File: config.mk
export PLATFORM = sky130hd
export DESIGN_NAME = pwm_pair_gen
export DESIGN_NICKNAME = d
export VERILOG_FILES = /design/src/rtl/pwm_pair_gen.sv
export SDC_FILE = /design/constraint.sdc
export NUM_CORES = 1
export LEC_CHECK = 0
export BUFFER_PORTS_ARGS = -buffer_cell sky130_fd_sc_hd__clkbuf_2
export CAP_MARGIN = 20
export CORE_MARGIN = 3
export CORE_UTILIZATION = 51
export CTS_BUF_LIST = sky130_fd_sc_hd__clkbuf_2
export DETAILED_ROUTE_END_ITERATION = 8
export GPL_ROUTABILITY_DRIVEN = 0
export PLACE_DENSITY = 0.88
export SETUP_SLACK_MARGIN = 0.2
export SYNTH_ARGS = -nofsm -noshare
export SYNTH_HDL_FRONTEND = slang
export SYNTH_SLANG_ARGS = --single-unit
File: constraint.sdc
create_clock -name clk -period 4.45 [get_ports clk]
set_clock_uncertainty 0.05 [all_clocks]
set_input_delay 0.89 -clock clk [delete_from_list [all_inputs] [get_ports clk]]
set_output_delay 0.89 -clock clk [all_outputs]
set_load 0.05 [all_outputs]
File: src/rtl/pwm_pair_gen.sv
module pwm_pair_gen #(
  parameter int W  = 16,
  parameter int PW = 3
) (
  input  logic          clk,
  input  logic          rst_n,
  input  logic          run,
  input  logic [PW-1:0] prsc,
  input  logic          dbg_halt,
  input  logic          dbg_keep,
  input  logic          wait_halt,
  input  logic          wait_keep,
  input  logic [W-1:0]  init_val,
  input  logic [W-1:0]  cmp_half,
  input  logic [W-1:0]  cmp_full,
  input  logic [W-1:0]  cmp_a_on,
  input  logic [W-1:0]  cmp_a_off,
  input  logic [W-1:0]  cmp_b_on,
  input  logic [W-1:0]  cmp_b_off,
  input  logic          oe_a,
  input  logic          oe_b,
  output logic [W-1:0]  cnt,
  output logic [5:0]    match,
  output logic          out_a,
  output logic          out_b
);
  localparam int PRE_W = (1 << PW) - 1;

  logic             run_q, st_a, st_b;
  logic [PRE_W-1:0] pre, mask;
  logic [5:0]       eq;
  logic             start, active, tick;

  assign start  = run & ~run_q;
  assign active = run & ~(dbg_halt & ~dbg_keep) & ~(wait_halt & ~wait_keep);
  assign mask   = ~({PRE_W{1'b1}} << prsc);
  assign tick   = active & ((pre & mask) == mask);
  assign eq     = {cnt == cmp_b_off, cnt == cmp_b_on, cnt == cmp_a_off,
                   cnt == cmp_a_on, cnt == cmp_full, cnt == cmp_half};

  always_ff @(posedge clk or negedge rst_n) begin
    if (!rst_n) begin
      run_q <= 1'b0;
      pre   <= '0;
      cnt   <= '0;
      match <= '0;
      st_a  <= 1'b0;
      st_b  <= 1'b0;
    end else begin
      run_q <= run;
      match <= '0;
      if (start) begin
        pre  <= '0;
        cnt  <= init_val;
        st_a <= 1'b0;
        st_b <= 1'b0;
      end else if (active) begin
        pre <= pre + 1'b1;
        if (tick) begin
          match <= eq;
          cnt   <= eq[1] ? init_val : cnt + 1'b1;
          if (eq[3])      st_a <= 1'b0;
          else if (eq[2]) st_a <= 1'b1;
          if (eq[5])      st_b <= 1'b0;
          else if (eq[4]) st_b <= 1'b1;
        end
      end
    end
  end

  assign out_a = st_a & oe_a;
  assign out_b = st_b & oe_b;

  assert_hold_R9: assert property (@(posedge clk) disable iff (!rst_n)
    !run |=> ($stable(cnt) && $stable(st_a) && $stable(st_b)));
  assert_start_R2: assert property (@(posedge clk) disable iff (!rst_n)
    start |=> (cnt == $past(init_val) && !st_a && !st_b && match == '0));
  assert_pulse_R8: assert property (@(posedge clk) disable iff (!rst_n)
    (|match) |-> $past(tick));
  assert_offwins_R5: assert property (@(posedge clk) disable iff (!rst_n)
    match[3] |-> !st_a);
  assert_offwins_R6: assert property (@(posedge clk) disable iff (!rst_n)
    match[5] |-> !st_b);
  assert_halt_R10: assert property (@(posedge clk) disable iff (!rst_n)
    (run_q && run && dbg_halt && !dbg_keep) |=> $stable(cnt));
endmodule

==> results.py <==
metrics = {
    "drt": {
        "ant_nets": 0,
        "via_count": 3048,
        "drc": 0,
        "drtPass1Iterations": 4,
        "via_per_inst": 5.74,
        "wl_um": 9340,
        "avgRoutedWirePerCell_um": 17.6,
        "drt_iter0_drc": 151,
    },
    "cts": {
        "cts.sinks": 32,
        "worst_skew_pair.late_latency_ps": 390,
        "cts_root_buf": "clkbuf_2",
        "cts_setup_buffers": 0,
        "hold_buffers": 0,
        "cts_tree": "yes",
        "cts.clk_slew.worst_paths_ps": 190,
        "cts-resized-gates": 0,
        "clockBufferDepth": 2,
        "numCtsBuffers": 5,
        "h-tree-depth": 2,
    },
    "finish": {
        "layout-drive-gt1-share_pct": 37.0,
        "final_core_util_pct": 66.5,
        "design_area_um2": 3680,
        "area_growth_pct": 25.3,
        "fillers": 462,
        "n_antenna_cell": 0,
        "nets": 584,
    },
    "timing": {
        "min_period_ps": 2920,
        "max_freq_mhz": 342,
        "rsz0062_at_grt": "no",
        "fin_setup_tns_ps": 0,
        "slew_viol_final": 0,
        "maxSlewHeadroom_pct": 45.8,
        "finalCritPeriodShare_pct": 65.7,
        "worst_slew_pin_slew_ps": 813,
        "finalHoldViolCount": 0,
        "finalWorstSetupSlack_ps": 1530,
        "setup_viol_count_final": 0,
    },
    "power_and_ir_drop": {
        "internal_power_uw": 737,
        "ir_worst_vdd_uv": 240,
        "pwr-share-seq_pct": 38.6,
        "combPwrFrac_pct": 48.2,
        "total_power_mw": 1.54,
        "p_clk_share_pct": 13.2,
        "p_sw_uw": 800,
        "p_per_area_nw_per_um2": 417,
        "swShare_pct": 52.0,
        "p_leak_nw": 1.78,
    },
    "die": {
        "std_cell_rows": 27,
        "die_h_um": 81.9,
        "start_util_pct": 53.0,
        "dieWidth_um": 81.9,
        "die_area_um2": 6710,
        "ioPinCount": 148,
        "core_um2": 5540,
    },
    "synthesis": {
        "ys_top_cells_by_count": "xor2_1 (99), dfrtp_1 (32), nor4_1 (23)",
        "synth.largest_area_cell": "xor2_1",
        "async_flop_share_pct": 100,
        "ys_seq_area_share_pct": 27.2,
        "synth_edf_count": 0,
        "syn-instance-count": 326,
        "netlist_area_um2": 2940,
        "synth_top_area_share_pct": 29.5,
        "ys_types": 46,
        "yosys-top-cells-area": "xor2_1 (30%), dfrtp_1 (27%), nor4_1 (4.9%)",
        "ys_warn_count": 0,
        "syn_area_per_cell_um2": 9.02,
        "synth.most_common_cell": "xor2_1",
        "synth_flop_cell": "dfrtp_1",
        "yosys_register_bits": 32,
        "syn_nets": 452,
    },
    "grt": {
        "grt_pass1_vias": 2964,
        "grt_util_all_layers_pct": 27.2,
        "overflow": 0,
        "grt_first_pass_wirelength_um": 13900,
        "grt_max_degree": 33,
        "antenna_found_initial": 0,
    },
    "critical_path": {
        "worst_setup_path_start_kind": "register",
        "end_kind": "register",
        "arrival_ps": 3170,
        "crit_required_ps": 4690,
        "cp_max_fo": 24,
        "crit_type": "register to register",
    },
    "placed_design": {
        "dpl_cell_area_um2": 3620,
        "hpwl_um": 7300,
        "dp_slack_ps": 1320,
        "port_buffers": 147,
    },
    "outcome": {
        "outcome": "finished, final reports clean",
    },
    "hold_path": {
        "hp-class": "input port to asynchronous set/reset pin",
    },
    "flow_run": {
        "drv_cap": 0,
    },
}
registers in the layout, indices dropped and copies added (netlist names):
signal,count
cnt,16
pre,7
match,6
run_q,1
st_a,1
st_b,1
kinds of logic (layout without fill, tap and decap cells):
kind of cell | count (synthesis) | in the layout | share of synthesized area (%)
adder cells (fa/ha/maj) | 2 | 2 | 0.851
multiplexers | 10 | 10 | 4.13
AND/OR/NAND/NOR | 99 | 99 | 19.1
XOR/XNOR | 100 | 100 | 29.8
flip-flops | 32 | 32 | 27.2
AO/OA/AOI/OAI | 54 | 54 | 12.8
buffers and inverters | 29 | 162 | 6.09
per-stage QoR:
step / std cells / hold WS, ps
after floorplan: 326 / 462
after global placement: 523 / 495
after detailed placement: 523 / 497
after CTS: 531 / 513
after global routing: 531 / 516
final: 531 / 503
critical path: stages, from the launching register on:
cell     delay (ps)
dfrtp_1         620
xor2_1          250
nor4_1          630
nand4_2         370
and2_4          370
mux2_4          330
o22a_1          190
routing by layer:
metal | share of wire [%] | GRT usage, %
met5 | 0 | 0
met4 | 3.8 | 14.3
met3 | 10 | 7.46
met2 | 48 | 45.3
met1 | 37 | 31.7
power by group through the flow:
stage                     sequential, mW  clock, mW  combinational [mW]
after CTS                          0.586      0.203               0.741
after floorplan                    0.570          0               0.561
after global routing               0.606      0.219               0.805
after global placement             0.589          0               0.711
after detailed placement           0.593          0               0.735
final                              0.593      0.203               0.741
cell type report:
cell class              count  area [um2]  share of cell area (%)
clock inverters             3        42.5                    1.15
flip-flops and latches     32         801                    21.7
inverters                   6        22.5                   0.611
multi-input cells         265        1960                    53.2
repair buffers            148         743                    20.2
well taps                  72        90.1                    2.45
clock buffers               5        25.0                   0.679
worst paths after layout:
check                           startpoint       to  slack, ps  cells past startpoint
worst min-delay path                 rst_n   pre[1]        500                      1
worst min register to register      pre[6]   pre[6]        530                      2
min in group clk                    pre[6]   pre[6]        530                      2
max in group asynchronous            rst_n  cnt[13]       3320                      1
worst max register to register      cnt[1]   cnt[4]       1530                      6
worst max-delay path                cnt[1]   cnt[4]       1530                      6
cells in the final DEF, fill, tap and decap left out, types with 3 or more instances in the layout:
master,Yosys,routed
nand2_1,14,14
dfrtp_1,32,32
and2_1,4,4
a21oi_1,17,17
and3_1,3,3
a2bb2oi_1,4,4
clkbuf_2,0,152
inv_1,6,6
o22ai_1,3,3
o21ai_0,6,6
o2bb2a_1,3,3
o221a_2,3,3
xor2_1,99,99
nor2_1,17,17
o22a_1,6,6
mux2i_1,5,5
nand3_1,11,11
nand4_1,13,13
nand2b_1,3,3
mux2_4,4,4
nor4_1,23,23
(Power assumes the default switching activity.)
